<file path="src/rtl/modpwr_pkg.sv">
package modpwr_pkg;

   localparam int unsigned ADDR_W = 12;
   localparam int unsigned DATA_W = 32;

   localparam logic [ADDR_W-1:0] A_PREQ  = 12'h070;
   localparam logic [ADDR_W-1:0] A_GO    = 12'h120;
   localparam logic [ADDR_W-1:0] A_BUSY  = 12'h128;
   localparam logic [ADDR_W-1:0] A_DSTAT = 12'h200;
   localparam logic [ADDR_W-1:0] A_DCTL  = 12'h300;
   localparam logic [ADDR_W-1:0] A_MSTAT = 12'h800;
   localparam logic [ADDR_W-1:0] A_MCTL  = 12'hA00;

   localparam int unsigned B_NEXTON = 0;
   localparam int unsigned B_PGOOD  = 8;
   localparam int unsigned B_LRST   = 8;
   localparam int unsigned B_CLKACT = 12;
   localparam int unsigned B_FORCE  = 31;

   typedef enum logic [1:0] {
      MST_RST_GATED = 2'd0,
      MST_SYNC_RST  = 2'd1,
      MST_OFF       = 2'd2,
      MST_ON        = 2'd3
   } mst_e;

   typedef enum logic [1:0] {
      DPH_IDLE = 2'd0,
      DPH_PWR  = 2'd1,
      DPH_MOVE = 2'd2
   } dph_e;

endpackage

</file>
<file path="src/rtl/modpwr_mod_slot.sv">
module modpwr_mod_slot
   import modpwr_pkg::*;
(
   input  logic              clk,
   input  logic              rst_n,
   input  logic              ctl_we,
   input  logic [1:0]        tgt_wd,
   input  logic              lrst_wd,
   input  logic              force_wd,
   input  logic              commit,
   input  logic              idle_ack,
   output logic [DATA_W-1:0] ctl_rd,
   output logic [DATA_W-1:0] stat_rd,
   output logic              ready,
   output logic              clk_en,
   output logic              lrst_n
);

   mst_e cur_q, tgt_q;
   logic force_q, lrst_q;
   logic leaving_on;

   always_ff @(posedge clk) begin
      if (!rst_n) begin
         cur_q   <= MST_RST_GATED;
         tgt_q   <= MST_RST_GATED;
         force_q <= 1'b0;
         lrst_q  <= 1'b1;
      end else begin
         if (ctl_we) begin
            tgt_q   <= mst_e'(tgt_wd);
            force_q <= force_wd;
            lrst_q  <= lrst_wd;
         end
         if (commit) begin
            cur_q <= tgt_q;
         end
      end
   end

   assign leaving_on = (cur_q == MST_ON) && (tgt_q != MST_ON);
   assign ready      = !leaving_on || force_q || idle_ack;
   assign clk_en     = (cur_q == MST_ON);
   assign lrst_n     = lrst_q;

   always_comb begin
      ctl_rd          = '0;
      ctl_rd[1:0]     = tgt_q;
      ctl_rd[B_LRST]  = lrst_q;
      ctl_rd[B_FORCE] = force_q;
      stat_rd           = '0;
      stat_rd[1:0]      = cur_q;
      stat_rd[B_CLKACT] = (cur_q == MST_ON);
   end

   AST_STATE_MOVES_ON_COMMIT: assert property (@(posedge clk) disable iff (!rst_n)
      (cur_q != $past(cur_q)) |-> $past(commit)) else $error("state moved without commit");
   AST_LRST_UNTOUCHED_BY_COMMIT: assert property (@(posedge clk) disable iff (!rst_n)
      ($past(commit) && !$past(ctl_we)) |-> (lrst_n == $past(lrst_n))) else $error("local reset moved on commit");
   AST_CLK_RISES_ON_COMMIT: assert property (@(posedge clk) disable iff (!rst_n)
      $rose(clk_en) |-> $past(commit)) else $error("clock enable rose without commit");
   AST_LEAVE_ON_NEEDS_ACK: assert property (@(posedge clk) disable iff (!rst_n)
      (commit && leaving_on && !force_q) |-> idle_ack) else $error("left enabled without idle ack");

endmodule

</file>
<file path="src/rtl/modpwr_dom_seq.sv">
module modpwr_dom_seq
   import modpwr_pkg::*;
#(
   parameter int unsigned SETTLE_CYC = 3
)(
   input  logic              clk,
   input  logic              rst_n,
   input  logic              ctl_we,
   input  logic              next_on_wd,
   input  logic              pgood_wd,
   input  logic              go,
   input  logic              all_ready,
   output logic              busy,
   output logic              pwr_req,
   output logic              commit,
   output logic              dom_on,
   output logic [DATA_W-1:0] ctl_rd
);

   localparam int unsigned CNT_W = (SETTLE_CYC > 1) ? $clog2(SETTLE_CYC) : 1;
   localparam logic [CNT_W-1:0] LAST = CNT_W'(SETTLE_CYC - 1);

   if (SETTLE_CYC < 1) begin : g_bad_settle
      $error("SETTLE_CYC must be at least 1");
   end

   dph_e             ph_q;
   logic [CNT_W-1:0] cnt_q;
   logic             on_q, preq_q, next_q, pg_q;

   assign commit = (ph_q == DPH_MOVE) && (cnt_q == LAST) && all_ready;

   always_ff @(posedge clk) begin
      if (!rst_n) begin
         ph_q   <= DPH_IDLE;
         cnt_q  <= '0;
         on_q   <= 1'b1;
         preq_q <= 1'b0;
         next_q <= 1'b1;
         pg_q   <= 1'b0;
      end else begin
         if (ctl_we) begin
            next_q <= next_on_wd;
            pg_q   <= pgood_wd;
         end
         case (ph_q)
            DPH_IDLE: begin
               if (go) begin
                  if (!on_q && next_q) begin
                     ph_q   <= DPH_PWR;
                     preq_q <= 1'b1;
                  end else begin
                     ph_q  <= DPH_MOVE;
                     cnt_q <= '0;
                  end
               end
            end
            DPH_PWR: begin
               if (pg_q) begin
                  ph_q   <= DPH_MOVE;
                  cnt_q  <= '0;
                  preq_q <= 1'b0;
               end
            end
            DPH_MOVE: begin
               if (cnt_q != LAST) begin
                  cnt_q <= cnt_q + 1'b1;
               end else if (all_ready) begin
                  ph_q <= DPH_IDLE;
                  on_q <= next_q;
               end
            end
            default: ph_q <= DPH_IDLE;
         endcase
      end
   end

   assign busy    = (ph_q != DPH_IDLE);
   assign pwr_req = preq_q;
   assign dom_on  = on_q;

   always_comb begin
      ctl_rd           = '0;
      ctl_rd[B_NEXTON] = next_q;
      ctl_rd[B_PGOOD]  = pg_q;
   end

   AST_BUSY_NEEDS_GO: assert property (@(posedge clk) disable iff (!rst_n)
      $rose(busy) |-> $past(go)) else $error("busy without go");
   AST_BUSY_DROPS_AFTER_COMMIT: assert property (@(posedge clk) disable iff (!rst_n)
      commit |=> !busy) else $error("busy after commit");
   AST_REQ_ONLY_WHILE_OFF: assert property (@(posedge clk) disable iff (!rst_n)
      pwr_req |-> (!dom_on && busy)) else $error("request on a live domain");
   AST_REQ_HELD_UNTIL_GOOD: assert property (@(posedge clk) disable iff (!rst_n)
      (pwr_req && !pg_q) |=> pwr_req) else $error("request dropped early");
   AST_ON_CHANGES_AT_COMMIT: assert property (@(posedge clk) disable iff (!rst_n)
      (dom_on != $past(dom_on)) |-> $past(commit)) else $error("domain status moved without commit");

endmodule

</file>
<file path="src/rtl/modpwr_ctrl.sv">
module modpwr_ctrl
   import modpwr_pkg::*;
#(
   parameter int unsigned NUM_DOM    = 2,
   parameter int unsigned NUM_MOD    = 6,
   parameter int unsigned SETTLE_CYC = 3
)(
   input  logic               clk,
   input  logic               rst_n,
   input  logic               wr_en,
   input  logic [ADDR_W-1:0]  wr_addr,
   input  logic [DATA_W-1:0]  wr_data,
   input  logic [ADDR_W-1:0]  rd_addr,
   output logic [DATA_W-1:0]  rd_data,
   input  logic [NUM_MOD-1:0] mod_idle_ack,
   output logic [NUM_DOM-1:0] pwr_req,
   output logic [NUM_MOD-1:0] mod_clk_en,
   output logic [NUM_MOD-1:0] mod_lrst_n
);

   if (NUM_DOM < 1 || NUM_DOM > 32) begin : g_bad_dom
      $error("NUM_DOM must lie in 1..32");
   end
   if (NUM_MOD < 1 || NUM_MOD > 128) begin : g_bad_mod
      $error("NUM_MOD must lie in 1..128");
   end

   logic               go_hit;
   logic               unused_wdata;
   logic [NUM_DOM-1:0] dom_go, dom_busy, dom_on, dom_commit;
   logic [NUM_MOD-1:0] mod_ready;
   logic [DATA_W-1:0]  dctl_rd  [NUM_DOM];
   logic [DATA_W-1:0]  mctl_rd  [NUM_MOD];
   logic [DATA_W-1:0]  mstat_rd [NUM_MOD];

   assign go_hit       = wr_en && (wr_addr == A_GO);
   assign unused_wdata = ^wr_data;

   for (genvar d = 0; d < NUM_DOM; d++) begin : g_dom
      localparam logic [ADDR_W-1:0] CTL_A = A_DCTL + ADDR_W'(4 * d);
      logic all_rdy;

      assign dom_go[d] = go_hit && wr_data[d];

      always_comb begin
         all_rdy = 1'b1;
         for (int m = 0; m < NUM_MOD; m++) begin
            if ((m % NUM_DOM) == d) all_rdy = all_rdy && mod_ready[m];
         end
      end

      modpwr_dom_seq #(.SETTLE_CYC(SETTLE_CYC)) u_seq (
         .clk        (clk),
         .rst_n      (rst_n),
         .ctl_we     (wr_en && (wr_addr == CTL_A)),
         .next_on_wd (wr_data[B_NEXTON]),
         .pgood_wd   (wr_data[B_PGOOD]),
         .go         (dom_go[d]),
         .all_ready  (all_rdy),
         .busy       (dom_busy[d]),
         .pwr_req    (pwr_req[d]),
         .commit     (dom_commit[d]),
         .dom_on     (dom_on[d]),
         .ctl_rd     (dctl_rd[d])
      );
   end

   for (genvar m = 0; m < NUM_MOD; m++) begin : g_mod
      localparam int unsigned      DOM_IDX = m % NUM_DOM;
      localparam logic [ADDR_W-1:0] CTL_A  = A_MCTL + ADDR_W'(4 * m);

      modpwr_mod_slot u_slot (
         .clk      (clk),
         .rst_n    (rst_n),
         .ctl_we   (wr_en && (wr_addr == CTL_A)),
         .tgt_wd   (wr_data[1:0]),
         .lrst_wd  (wr_data[B_LRST]),
         .force_wd (wr_data[B_FORCE]),
         .commit   (dom_commit[DOM_IDX]),
         .idle_ack (mod_idle_ack[m]),
         .ctl_rd   (mctl_rd[m]),
         .stat_rd  (mstat_rd[m]),
         .ready    (mod_ready[m]),
         .clk_en   (mod_clk_en[m]),
         .lrst_n   (mod_lrst_n[m])
      );
   end

   always_comb begin
      rd_data = '0;
      if (rd_addr == A_PREQ) rd_data[NUM_DOM-1:0] = pwr_req;
      if (rd_addr == A_BUSY) rd_data[NUM_DOM-1:0] = dom_busy;
      for (int d = 0; d < NUM_DOM; d++) begin
         if (rd_addr == A_DSTAT + ADDR_W'(4 * d)) rd_data = {{(DATA_W-1){1'b0}}, dom_on[d]};
         if (rd_addr == A_DCTL + ADDR_W'(4 * d))  rd_data = dctl_rd[d];
      end
      for (int m = 0; m < NUM_MOD; m++) begin
         if (rd_addr == A_MSTAT + ADDR_W'(4 * m)) rd_data = mstat_rd[m];
         if (rd_addr == A_MCTL + ADDR_W'(4 * m))  rd_data = mctl_rd[m];
      end
   end

endmodule

</file>
<file path="config.mk">
export PLATFORM = sky130hd
export DESIGN_NAME = modpwr_ctrl
export DESIGN_NICKNAME = d
export VERILOG_FILES = /design/src/rtl/modpwr_pkg.sv /design/src/rtl/modpwr_mod_slot.sv /design/src/rtl/modpwr_dom_seq.sv /design/src/rtl/modpwr_ctrl.sv
export SDC_FILE = /design/constraint.sdc
export NUM_CORES = 1
export LEC_CHECK = 0
export ABC_AREA = 1
export BUFFER_PORTS_ARGS = -buffer_cell sky130_fd_sc_hd__buf_2
export CORE_MARGIN = 4
export CORE_UTILIZATION = 46
export DETAILED_ROUTE_END_ITERATION = 7
export PLACE_DENSITY = 0.87
export SYNTH_ARGS = -nofsm -noshare
export SYNTH_HDL_FRONTEND = slang
export SYNTH_SLANG_ARGS = --single-unit
export TNS_END_PERCENT = 50
</file>
<file path="constraint.sdc">
create_clock -name clk -period 2.3 [get_ports clk]
set_clock_uncertainty 0.15 [all_clocks]
set_input_delay 0.46 -clock clk [delete_from_list [all_inputs] [get_ports clk]]
set_output_delay 0.46 -clock clk [all_outputs]
set_load 0.005 [all_outputs]
</file>
==> metrics.md <==
| Metric | Value |
|---|---|
| WP data arrival | `2.20 ns` |
| Final Hold Fails | `0` |
| GR peak layer | `met2` |
| Cell accounting for the most synthesized area | `dfxtp_1` |
| Die ar. | `8660 um2` |
| Met2 usage | `36.0%` |
| CP Max Fanout | `5` |
| Initial antenna violation count | `0` |
| Reg clk slew, reported paths | `0.11 ns` |
| Largest net degree at the start of global routing | `45` |
| Via count | `3550` |
| Slew Limit Fails | `0` |
| Post-CTS Hold Buffers | `0` |
| Remaining antenna violation count | `0` |
| Slew @ Worst Pin | `0.515 ns` |
| TritonCTS buffer count | `5` |
| Average wire per standard cell | `13.3 um` |
| PD cells | `401 nW/um2` |
| Hold Crit Class | `primary input to flip-flop` |
| Avg Cell Area, Syn | `6.45 um2` |
| Top-area cell type share of the netlist area | `31.3%` |
| Io pins | `111` |
| Setup TNS | `-1.69 ns` |
| Status | `complete, but fails checks` |
| Worst skew pair latency | `0.32 ns` |
| Hold path startpoint | `wr_data[1]` |
| Synth top area cells | `dfxtp_1 31%, inv_1 9.5%, buf_4 9.2%` |
| Seq/Total Area, Yosys | `31.3%` |
| Fmax | `0.355 GHz` |
| Syn-to-layout area delta | `23.3%` |
| Unrepaired setup endpoints after global routing | `true` |
| Post-layout min period | `2.81 ns` |
| Gate count of the mapped netlist | `516` |
| Dpl hpwl | `7030 um` |
| Worst Reg-to-Reg Cells | `7` |
| Compound-Gate Fraction of Synth Area | `18.9%` |
| Total wire length | `9240 um` |
| Synth Area in XOR/XNOR | `0%` |
| Die height | `93.1 um` |
| Largest family of logic cells by synthesized area | `simple AND/OR/NAND/NOR gates` |
| Post-synthesis mux area share | `0%` |
| Starting Density | `48.2%` |
| Port bufs | `55` |
| Worst setup margin | `-0.515 ns` |
| Worst IR drop on VDD | `269 uV` |
| Crit path top cell by count | `nand2_1` |
| Synth Area in Adders | `0.752%` |
| Total power | `1.64 mW` |
| Unique masters post-synth | `32` |
| GRT Overall Usage | `21.4%` |
| Met3 usage | `3.94%` |
| Critical Path Sink Type | `output pin` |
| Failing checks | `negative setup slack` |
| DRC | `0` |
| Place WS | `-0.511 ns` |
| Proportion of layout cells with a drive suffix above 1 | `26.0%` |
| Cell chain of the critical path | `buf_6 > nor2_4 > nand3_4 > nor2_4 > inv_2 > nor2_4 > inv_2 > o21ai_1 > inv_1 > nand2_1 > nand2_1 > nand2_1 > nand2_1 > nand2_1 > nand2_1 > nand2_1 > nand2_1 > nand2_1 > a21oi_2 > buf_2` |
| First-pass GRT wire length | `15300 um` |
| Clock buffer depth | `2` |
| WP data required | `1.69 ns` |
| Critical-path top delay cell | `nor2_4` |
| Initial drt markers | `400` |
| Setup violators final | `5` |
| FF-to-FF setup slack | `0.25 ns` |
| Post-DP Area | `3790 um2` |
| FF+latch count, synth | `52` |
| Worst path top cell family by delay | `simple AND/OR/NAND/NOR gates` |
| Hold Path Depth | `3` |
| Final #Nets | `666` |
| Synth Area in Simple Gates | `29.0%` |
| Synth Cell Area | `3330 um2` |
| Root Driver | `clkbuf_8` |
| Inserted Diodes | `0` |
| Initial DRT Pass Iterations | `5` |
| CTS H-tree lvls | `2` |
| Final Hold Slack | `0.252 ns` |
| Die Wd | `93.1 um` |
| Met1 GRT Util | `27.2%` |
| R2r startpoint | `g_mod[0].u_slot.cur_q[1]` |
| Kind of critical path | `primary input to output pin` |
| YS warnings | `0` |
| Setup crit start | `rd_addr[1]` |
| CTS tree | `done` |
| FP Rows | `30` |
| Core area | `6910 um2` |
| Worst path bufs/invs | `5` |
| Slowest Stage Delay on Critical Path | `0.19 ns` |
| GPL Wtd Cong | `0.944` |
| Cell area after layout | `4110 um2` |
| Vias in the first global route | `3396` |
| Final cycle utilization of the critical path | `122%` |
| Critical path depth | `20` |
| Worst slew margin | `65.6%` |
| Critical Path Source Type | `primary input` |
| # clock sinks | `52` |
| DR vias/cell | `5.10` |
| Overflow after GRT | `0` |
| Static Leak | `1.86 nW` |
| Max_cap viols | `0` |
-- state kept, by name, indices dropped and copies added (netlist names) --
register	cells
g_dom.u_seq.cnt_q	4
g_dom.u_seq.pwr_req	2
g_dom.u_seq.dom_on	2
g_mod.u_slot.cur_q	12
g_dom.u_seq.next_q	2
g_dom.u_seq.ph_q	4
g_mod.u_slot.tgt_q	12
g_mod.u_slot.lrst_n	6
g_mod.u_slot.force_q	6
g_dom.u_seq.pg_q	2
-- through the flow --
stage	cells	utilization, %
floorplan	542	-
global placement	682	54.9
detailed placement	682	54.9
CTS	694	59.0
global route	696	59.4
finish	696	59.4
-- kinds of logic after synthesis --
logic type / Yosys count
AO/OA/AOI/OAI: 109
AND/OR/NAND/NOR: 217
other: 1
buffers and inverters: 135
flip-flops: 52
adder cells (fa/ha/maj): 2
-- final timing paths --
| kind | endpoint |
|---|---|
| max | rd_data[0] |
| min | g_mod[4].u_slot.tgt_q[1] |
| max reg2reg | g_mod[0].u_slot.cur_q[1] |
| min reg2reg | g_dom[0].u_seq.cnt_q[1] |
-- per-layer routing --
layer	share of wire [%]	wire, um	vias to the layer above
li1	-	-	1789
met1	43	3980	1593
met2	47	4350	146
met3	7.7	708	22
met4	2.3	216	0
met5	0	0	-
-- layout make-up --
class,instances,area (um2)
well taps,96,120
clock inverters,3,33.8
clock buffers,5,68.8
fillers,640,2800
inverters,88,333
multi-input cells,355,1870
flip-flops and latches,52,1040
repair buffers,97,634
-- worst reg2reg max path: cells and delay by family, from the launching register on --
kind            cells  cell delay [ns]
compound gates      1             0.49
buf+inv             1             0.28
flops               1             0.35
simple gates        5             0.73
-- cells in the final DEF, fill, tap and decap left out, types with 3 or more instances in the layout --
cell       synthesis  layout
nor3_2             0       3
nand4_1            7       7
nor3_1            19      16
a21oi_1           34      34
nand3_1           21      18
o2111ai_1          3       3
a221oi_1           5       3
nand2_2            1       3
inv_1             84      74
a2111oi_0          3       3
inv_2              4      13
nor2_4             5       9
dfxtp_1           52      52
nand3_2            1       3
o21ai_1            1       3
nor2_2             3       8
buf_6              0       5
clkbuf_8           0       5
nand2_1           82      79
buf_2              1      50
conb_1             1      27
o211ai_1          11      11
nor2_1            69      60
buf_4             41      41
o21ai_0           47      45
-- repair_timing --
item                                    CTS  global route
endpoints found under the setup margin    5             5
pin swaps                                19             2
buffers inserted                          4             2
resized for setup                        41             7
-- power breakdown --
part	switching (mW)	internal [mW]
clock network	0.340	0.230
logic	0.108	0.0671
registers	0.000105	0.900
total	0.448	1.20
-- cell usage after synthesis, drive strengths merged --
library cell and count:
a2111oi 3, a211oi 2, a21oi 35, a221oi 5, buf 42, clkbuf 5, conb 1, dfxtp 52
ha 2, inv 88, nand2 83, nand3 22, nand3b 2, nand4 8, nor2 77, nor3 19
nor4 4, o2111a 1, o2111ai 3, o211ai 11, o21ai 48, o22ai 1, or2 2
Note: power is estimated with default switching activity, not from simulation.
